<file path="config.mk">
export PLATFORM = sky130hd
export DESIGN_NAME = byteWordAlu
export DESIGN_NICKNAME = d
export VERILOG_FILES = /design/src/rtl/aluPkg.sv /design/src/rtl/aluControl.sv /design/src/rtl/aluDatapath.sv /design/src/rtl/byteWordAlu.sv
export SDC_FILE = /design/constraint.sdc
export NUM_CORES = 1
export LEC_CHECK = 0
export BUFFER_PORTS_ARGS = -buffer_cell sky130_fd_sc_hd__buf_2
export CORE_AREA = 2 2 132 134
export DETAILED_ROUTE_END_ITERATION = 16
export DIE_AREA = 0 0 134 136
export SLEW_MARGIN = 25
export SYNTH_ARGS = -nofsm -noshare
export SYNTH_HDL_FRONTEND = slang
export SYNTH_HIERARCHICAL = 1
export SYNTH_SLANG_ARGS = --single-unit
</file>
<file path="constraint.sdc">
create_clock -name vclk -period 9.5
set_input_delay 0.95 -clock vclk [all_inputs]
set_output_delay 0.95 -clock vclk [all_outputs]
set_load 0.01 [all_outputs]
</file>
<file path="src/rtl/aluPkg.sv">
package aluPkg;
  localparam int FLAG_C = 0;
  localparam int FLAG_V = 1;
  localparam int FLAG_Z = 2;
  localparam int FLAG_N = 3;

  typedef enum logic [3:0] {
    OP_MOVE  = 4'd0,
    OP_SWAP  = 4'd1,
    OP_ADD   = 4'd2,
    OP_SUB   = 4'd3,
    OP_ADDC  = 4'd4,
    OP_SUBC  = 4'd5,
    OP_ADDNF = 4'd6,
    OP_SUBNF = 4'd7,
    OP_DADD  = 4'd8,
    OP_DSUB  = 4'd9,
    OP_CMP   = 4'd10,
    OP_QADD  = 4'd11
  } aluOp_e;

  // strobes from control to datapath
  typedef struct packed {
    logic selMove;
    logic selSwap;
    logic selBcd;
    logic selSub;
    logic useCarry;
    logic updNZ;
    logic updZ;
    logic updV;
    logic clrV;
    logic updC;
  } aluCtrl_t;
endpackage

</file>
<file path="src/rtl/aluControl.sv">
module aluControl
  import aluPkg::*;
(
  input  logic [3:0] opSel,
  output aluCtrl_t   ctrl,
  output logic       wrReq,
  output logic       chkQuick,
  output logic       badOp
);
  always_comb begin
    ctrl     = '0;
    wrReq    = 1'b0;
    chkQuick = 1'b0;
    badOp    = 1'b0;
    case (opSel)
      OP_MOVE: begin
        ctrl.selMove = 1'b1; ctrl.updNZ = 1'b1; ctrl.clrV = 1'b1; wrReq = 1'b1;
      end
      OP_SWAP: begin
        ctrl.selSwap = 1'b1; ctrl.updNZ = 1'b1; ctrl.clrV = 1'b1; wrReq = 1'b1;
      end
      OP_ADD, OP_QADD: begin
        ctrl.updNZ = 1'b1; ctrl.updV = 1'b1; ctrl.updC = 1'b1; wrReq = 1'b1;
        chkQuick = (opSel == OP_QADD);
      end
      OP_SUB, OP_CMP: begin
        ctrl.selSub = 1'b1;
        ctrl.updNZ = 1'b1; ctrl.updV = 1'b1; ctrl.updC = 1'b1;
        wrReq = (opSel == OP_SUB);
      end
      OP_ADDC, OP_SUBC: begin
        ctrl.selSub = (opSel == OP_SUBC); ctrl.useCarry = 1'b1;
        ctrl.updNZ = 1'b1; ctrl.updV = 1'b1; ctrl.updC = 1'b1; wrReq = 1'b1;
      end
      OP_ADDNF, OP_SUBNF: begin
        ctrl.selSub = (opSel == OP_SUBNF); wrReq = 1'b1;
      end
      OP_DADD, OP_DSUB: begin
        ctrl.selBcd = 1'b1; ctrl.selSub = (opSel == OP_DSUB);
        ctrl.useCarry = 1'b1; ctrl.updZ = 1'b1; ctrl.updC = 1'b1; wrReq = 1'b1;
      end
      default: badOp = 1'b1;
    endcase
  end
endmodule

</file>
<file path="src/rtl/aluDatapath.sv">
module aluDatapath
  import aluPkg::*;
#(
  parameter int DATA_W = 16
) (
  input  aluCtrl_t          ctrl,
  input  logic              wordSize,
  input  logic [DATA_W-1:0] dstVal,
  input  logic [DATA_W-1:0] srcVal,
  input  logic [3:0]        flagsIn,
  output logic [DATA_W-1:0] resVal,
  output logic [3:0]        flagsNext,
  output logic              quickOk
);
  localparam int BYTE_W = DATA_W / 2;
  localparam int LANES  = 2;

  logic carryIn;
  assign carryIn = ctrl.useCarry & flagsIn[FLAG_C];

  logic [DATA_W-1:0] laneRes [LANES];
  logic              laneC   [LANES];
  logic              laneV   [LANES];

  // lane 0 is byte width, lane 1 is word width
  for (genvar g = 0; g < LANES; g++) begin : gLane
    localparam int LW = BYTE_W * (g + 1);
    logic [LW-1:0] opA, opB, sum;
    logic [LW:0]   sumX, diffX;
    assign opA   = dstVal[LW-1:0];
    assign opB   = srcVal[LW-1:0];
    assign sumX  = {1'b0, opA} + {1'b0, opB} + {{LW{1'b0}}, carryIn};
    assign diffX = {1'b0, opA} - {1'b0, opB} - {{LW{1'b0}}, carryIn};
    assign sum   = ctrl.selSub ? diffX[LW-1:0] : sumX[LW-1:0];
    always_comb begin
      laneRes[g] = '0;
      laneRes[g][LW-1:0] = sum;
      laneC[g] = ctrl.selSub ? diffX[LW] : sumX[LW];
      if (ctrl.selSub)
        laneV[g] = (opA[LW-1] ^ opB[LW-1]) & (sum[LW-1] ^ opA[LW-1]);
      else
        laneV[g] = ~(opA[LW-1] ^ opB[LW-1]) & (sum[LW-1] ^ opA[LW-1]);
    end
  end

  // packed BCD on the low byte, two digits
  logic [4:0] loDig, hiDig;
  logic [3:0] loFix, hiFix;
  logic       digCarry, bcdCarry;
  always_comb begin
    if (ctrl.selSub) begin
      loDig    = {1'b0, dstVal[3:0]} - {1'b0, srcVal[3:0]} - {4'd0, carryIn};
      digCarry = loDig[4];
      loFix    = digCarry ? loDig[3:0] - 4'd6 : loDig[3:0];
      hiDig    = {1'b0, dstVal[7:4]} - {1'b0, srcVal[7:4]} - {4'd0, digCarry};
      bcdCarry = hiDig[4];
      hiFix    = bcdCarry ? hiDig[3:0] - 4'd6 : hiDig[3:0];
    end else begin
      loDig    = {1'b0, dstVal[3:0]} + {1'b0, srcVal[3:0]} + {4'd0, carryIn};
      digCarry = (loDig > 5'd9);
      loFix    = digCarry ? loDig[3:0] + 4'd6 : loDig[3:0];
      hiDig    = {1'b0, dstVal[7:4]} + {1'b0, srcVal[7:4]} + {4'd0, digCarry};
      bcdCarry = (hiDig > 5'd9);
      hiFix    = bcdCarry ? hiDig[3:0] + 4'd6 : hiDig[3:0];
    end
  end

  logic [DATA_W-1:0] upperKeep;
  logic              effWord;
  logic              nRaw, zRaw, vRaw, cRaw;
  always_comb begin
    upperKeep = dstVal;
    upperKeep[BYTE_W-1:0] = '0;
    effWord = wordSize & ~ctrl.selSwap & ~ctrl.selBcd;
    if (ctrl.selMove)
      resVal = wordSize ? srcVal : (upperKeep | {{BYTE_W{1'b0}}, srcVal[BYTE_W-1:0]});
    else if (ctrl.selSwap)
      resVal = {dstVal[BYTE_W-1:0], dstVal[DATA_W-1:BYTE_W]};
    else if (ctrl.selBcd)
      resVal = upperKeep | {{(DATA_W-8){1'b0}}, hiFix, loFix};
    else if (wordSize)
      resVal = laneRes[1];
    else
      resVal = upperKeep | laneRes[0];
    nRaw = effWord ? resVal[DATA_W-1] : resVal[BYTE_W-1];
    zRaw = effWord ? (resVal == '0) : (resVal[BYTE_W-1:0] == '0);
    vRaw = wordSize ? laneV[1] : laneV[0];
    cRaw = ctrl.selBcd ? bcdCarry : (wordSize ? laneC[1] : laneC[0]);
  end

  always_comb begin
    flagsNext[FLAG_N] = ctrl.updNZ ? nRaw : flagsIn[FLAG_N];
    flagsNext[FLAG_Z] = (ctrl.updNZ | ctrl.updZ) ? zRaw : flagsIn[FLAG_Z];
    flagsNext[FLAG_V] = ctrl.updV ? vRaw : (ctrl.clrV ? 1'b0 : flagsIn[FLAG_V]);
    flagsNext[FLAG_C] = ctrl.updC ? cRaw : flagsIn[FLAG_C];
  end

  localparam logic [DATA_W-1:0] IMM_P1 = DATA_W'(1);
  localparam logic [DATA_W-1:0] IMM_P2 = DATA_W'(2);
  localparam logic [DATA_W-1:0] IMM_M1 = '1;
  localparam logic [DATA_W-1:0] IMM_M2 = IMM_M1 - IMM_P1;
  assign quickOk = (srcVal == IMM_P1) | (srcVal == IMM_P2) |
                   (srcVal == IMM_M1) | (srcVal == IMM_M2);
endmodule

</file>
<file path="src/rtl/byteWordAlu.sv">
module byteWordAlu
  import aluPkg::*;
#(
  parameter int DATA_W = 16
) (
  input  logic [3:0]        opSel,
  input  logic              wordSize,
  input  logic [DATA_W-1:0] dstVal,
  input  logic [DATA_W-1:0] srcVal,
  input  logic [3:0]        flagsIn,
  output logic [DATA_W-1:0] result,
  output logic              writeEn,
  output logic [3:0]        flagsOut,
  output logic              illegal
);
  aluCtrl_t   ctrl;
  logic       wrReq, chkQuick, badOp, quickOk;
  logic [3:0] dpFlags;

  aluControl uCtrl (
    .opSel(opSel), .ctrl(ctrl), .wrReq(wrReq),
    .chkQuick(chkQuick), .badOp(badOp)
  );

  aluDatapath #(.DATA_W(DATA_W)) uDp (
    .ctrl(ctrl), .wordSize(wordSize), .dstVal(dstVal), .srcVal(srcVal),
    .flagsIn(flagsIn), .resVal(result), .flagsNext(dpFlags), .quickOk(quickOk)
  );

  assign illegal  = badOp | (chkQuick & ~quickOk);
  assign writeEn  = wrReq & ~illegal;
  assign flagsOut = illegal ? flagsIn : dpFlags;
endmodule

</file>
== Word-level counts from Yosys, hierarchy flattened ==
Cells that the tools add are included.
W data, S select, Z words.

* Register bits after elaboration: 0
* Output and inout port bits: 22
* Logic and storage cells: 120
* Bits of input ports: 41

* Bitwise logic cells: 27
* Add/sub/neg operators: 20
* Order comparisons: 2
* Equal/unequal tests: 15
* Multiplexer cells: 41
* Reduce and logical (&&, ||, !) cells: 15

{| class="wikitable"
|+ Operators by type and width
! cell !! number
|-
| $mux W16 || 6
|-
| $or A16 B8 Y16 || 3
|-
| $eq A16 B16 Y1 const B || 2
|-
| $mux W4 || 7
|-
| $mux W1 || 25
|-
| $add A16 B16 Y17 || 1
|-
| $add A17 B1 Y17 || 1
|-
| $sub A16 B16 Y17 || 1
|-
| $sub A17 B1 Y17 || 1
|-
| $eq A16 B1 Y1 const B || 1
|-
| $eq A16 B2 Y1 const B || 1
|-
| $eq A4 B3 Y1 const B || 4
|-
| $eq A4 B4 Y1 const B || 4
|-
| $logic_not A16 Y1 || 1
|-
| $reduce_or A8 Y1 || 2
|-
| $reduce_or A12 Y1 || 1
|-
| $reduce_or A2 Y1 || 6
|-
| $add A4 B4 Y5 || 2
|-
| $add A5 B1 Y5 || 2
|-
| $gt A5 B4 Y1 const B || 2
|-
| $reduce_or A10 Y1 || 1
|-
| $sub A4 B4 Y5 || 2
|-
| $sub A5 B1 Y5 || 2
|-
| $add A8 B8 Y9 || 1
|-
| 18 further kinds || 41
|}

== Longest topological paths before layout ==
* Depth in word-level cells: 18
* Mapped depth: 22
* Depth with buffers taken out: 21

== Cells and area by module ==
Netlist, hierarchy kept.

{| class="wikitable"
|+ Modules (own cells, without submodules)
! module !! seq. area each (µm²) !! times used !! area each (µm²) !! cells each
|-
| aluDatapath || 0.0 || 1 || 3588.4 || 541
|-
| aluControl || 0.0 || 1 || 156.4 || 23
|-
| byteWordAlu || 0.0 || 1 || 76.3 || 8
|}

== Worst setup path before layout ==
Ideal clock, no wire load.

* Path kind: in2out
* Start point: input opSel[3]
* End point: output flagsOut[2]
* Arrival time: 5.496 ns
* Data required time: 8.550 ns
* Setup slack: 3.054 ns
* Path buffers: 1
* Cell stages on the path: 21
* Cell sequence: buf_2 -> nand2b_1 -> a21oi_1 -> nand2_1 -> inv_1 -> fa_1 -> or2_2 -> nor4_1 -> a21oi_1 -> fa_1 -> fa_1 -> xnor2_1 -> inv_1 -> ha_1 -> or3b_2 -> o211ai_1 -> o2111ai_1 -> a32o_1 -> a41oi_1 -> o31ai_1 -> mux2_2

{| class="wikitable"
|+ RTL lines
! what !! RTL line !! text
|-
| start, declared || byteWordAlu.sv:6 || <nowiki>input logic [3:0] opSel,</nowiki>
|-
| end, declared || byteWordAlu.sv:13 || <nowiki>output logic [3:0] flagsOut,</nowiki>
|}

==> results.txt <==
----------------------------------------------------
[Status]
  Status ... completed

[Place]
  Placer's final routability congestion estimate ... 0.9930
  # port buffers ... 63
  Post-detail-place hpwl ... 12110 microns
  Cells after DPL ... 842
  Place WS ... 2.463 ns
  Area after detailed placement ... between 4000 and 5000 sq um

[Layout]
  Count of filler cells inserted in the layout ... 1892
  Final standard cell count with taps included and fillers excluded ... 842
  Utilization after layout ... 25.78%
  Footprint of the flip-flops and latches ... 0 sq um
  Number of antenna repair diodes ... 0
  Final std cell area, no fill ... 4350 sq um
  Seq cells ... 0
  Fraction of layout instances using a drive strength above 1 ... between 10 and 15%
  Count of clock buffers in the final design ... 0
  Layout Area Growth over Synthesis ... 13.85%
  Layout net count ... 717

[Yosys]
  Average cell area after synthesis ... roughly 6.7 sq um
  Post-Synthesis Cell Area ... approximately 3800 sq um
  Leading area contributor after synthesis ... ha_1
  Sequential area share after synthesis ... 0%
  Cell types occupying the most area after synthesis ... ha_1, inv_1, a21oi_1
  Distinct cells, synth ... 76
  Cell count after synthesis ... approximately 570
  Library cell with the highest instance count after synthesis ... inv_1
  Net Count, Synth ... 670
  Yosys top cell area share ... 16.37%
  Syn. warnings ... 6
  Most frequent cells after synthesis ... inv_1, ha_1, nand2_1, nor2_1, a21oi_1

[Routing]
  Vias per std cell ... 5.403
  Remaining antenna violation count ... 0
  Via count ... 4549
  # DRC ... 0
  Wirelength, routed ... 14650 microns
  DR WL/cell ... between 15 and 20 microns
  Detailed-router iteration count before antenna repair ... 5
  Initial DRC Count ... 312

[Global routing]
  Vias in the first global route ... between 4000 and 5000
  Leftover overflow at the end of global routing ... 0
  Global-route wire length before repair ... roughly 23000 microns
  Maximum number of pins on one net before global-route repair ... 28
  Antenna violations before repair ... 2
  Tot GR Track Use ... 15.48%

[Setup path]
  CP top delay family ... simple AND/OR/NAND/NOR gates
  Required time at the endpoint of the critical path ... around 8.6 ns
  Nature of the critical path startpoint ... input pin
  Critical-path cell list ... buf_2 > nand2b_1 > a21oi_1 > nand2_1 > inv_1 > fa_1 > or2_2 > nor4_1 > a21oi_1 > fa_1 > fa_1 > xnor2_1 > inv_1 > ha_1 > nor2b_1 > o211ai_1 > o2111ai_1 > o311a_1 > nor4_1 > nand3_1 > o31ai_1 > mux2_2 > buf_2
  Worst path arrival time ... 6.25 ns
  Slowest cell on the critical path ... nor4_1
  Max incr delay on CP ... 0.49 ns
  Buf/Inv on CP ... 4
  Startpoint of the most critical setup path ... opSel[3]
  Peak fanout along the critical path ... 9
  Crit Path Class ... input pin to output port
  Most prevalent standard cell on the critical path ... fa_1
  Worst Setup End Kind ... output port

[Timing]
  Clock period minus final worst setup slack ... 7.195 ns
  Final hold vios ... 0
  Minimum setup slack in the final design ... between 2 and 2.5 ns
  Max Freq ... 0.1390 GHz
  Total negative slack ... 0 ns
  Final-report max-slew violation count ... 0
  Worst rel slew slack ... 45.11%
  Measured slew at the worst slew-check pin ... 0.8234 ns
  Setup violators final ... 0
  Setup repair after global routing missed its margin ... false
  Final period util ... around three quarters

[Hold path]
  Hold wc startpoint ... flagsIn[1]
  Kind of path behind the tightest hold check ... input pin to output port

[Floorplan]
  Floorplan Core Area ... 16880 sq um
  Floorplan row count ... 48
  Ports placed on the boundary ... between 60 and 70
  Horizontal die dimension ... ~130 microns
  Starting density of the core ... 22.64%
  Height of the die ... 136 microns
  Die area ... 18220 sq um

[Job]
  Number of max-cap violations ... 0

[Clock tree]
  Resize count post-CTS ... 0
  Number of buffers inserted by hold repair at cts ... 0
  Post-CTS Repair Setup Buffers ... 0

[Pwr]
  Worst ir drop on vdd ... 0.02381 mV
  PD cells ... roughly 84 nW/um^2
  Total leakage power ... 1.889 nW

----------------------------------------------------
per-stage QoR:
step	hold WS, ns	power [W]
3_5_place_dp	2.227	0.0003578
2_1_floorplan	2.040	0.0002530
6_report	2.230	0.0003652
4_1_cts	2.232	0.0003598
3_3_place_gp	2.230	0.0003572
5_1_grt	2.247	0.0004004
cell usage in the layout (no fill, tap or decap), drive strengths merged, types with 4 or more instances in the layout:
cell / n
a211oi: 15
a21o: 7
a21oi: 44
a221oi: 4
a311oi: 4
a31oi: 11
and2: 6
buf: 66
fa: 7
ha: 50
inv: 67
mux2: 4
mux2i: 10
nand2: 50
nand2b: 17
nand3: 10
nand4: 7
nor2: 50
nor2b: 10
nor3: 13
nor4: 10
o2111ai: 4
o211ai: 14
o21a: 5
o21ai: 28
o22ai: 5
o311ai: 4
o31ai: 6
or2: 4
or4: 4
xnor2: 22
xor2: 8
layer usage:
metal  vias to the layer above  track usage (%)  share of wire, %
li1                       2188                -                 -
met1                      2094            21.29                44
met2                       219            24.96                44
met3                        44            1.641               7.8
met4                         4            5.733               3.9
met5                         -                0              0.18
layout make-up:
| cell class | count | area, sq um | share of cell area [%] |
|---|---|---|---|
| Inverter | 68 | 255.2 | 5.867 |
| Multi-Input combinational cell | 483 | 3476 | 79.90 |
| Tap cell | 225 | 281.5 | 6.471 |
| Timing Repair Buffer | 66 | 337.8 | 7.765 |
path summary, 6_finish.rpt:
kind,to,cells after the start
hold / removal,flagsOut[1],3
setup / recovery,flagsOut[2],23
logic make-up (layout without fill, tap and decap cells):
kind of cell / Yosys count / count (layout) / share of synthesized area, %
compound gates: 182 / 182 / 32.81
simple gates: 199 / 199 / 26.69
buf+inv: 89 / 134 / 9.201
mux: 15 / 15 / 4.388
xor+xnor: 30 / 30 / 6.876
fa+ha+maj: 57 / 57 / 20.04
worst min-delay path: cells and delay by family:
| kind | cells | cell delay [ns] |
|---|---|---|
| muxes | 1 | 0.13 |
| buffers and inverters | 2 | 0.20 |
power by group:
group          switching (W)  internal (W)
clock                      0             0
sequential                 0             0
combinational       0.000222      0.000144
total               0.000222      0.000144
Note: power is estimated with default switching activity, not from simulation.
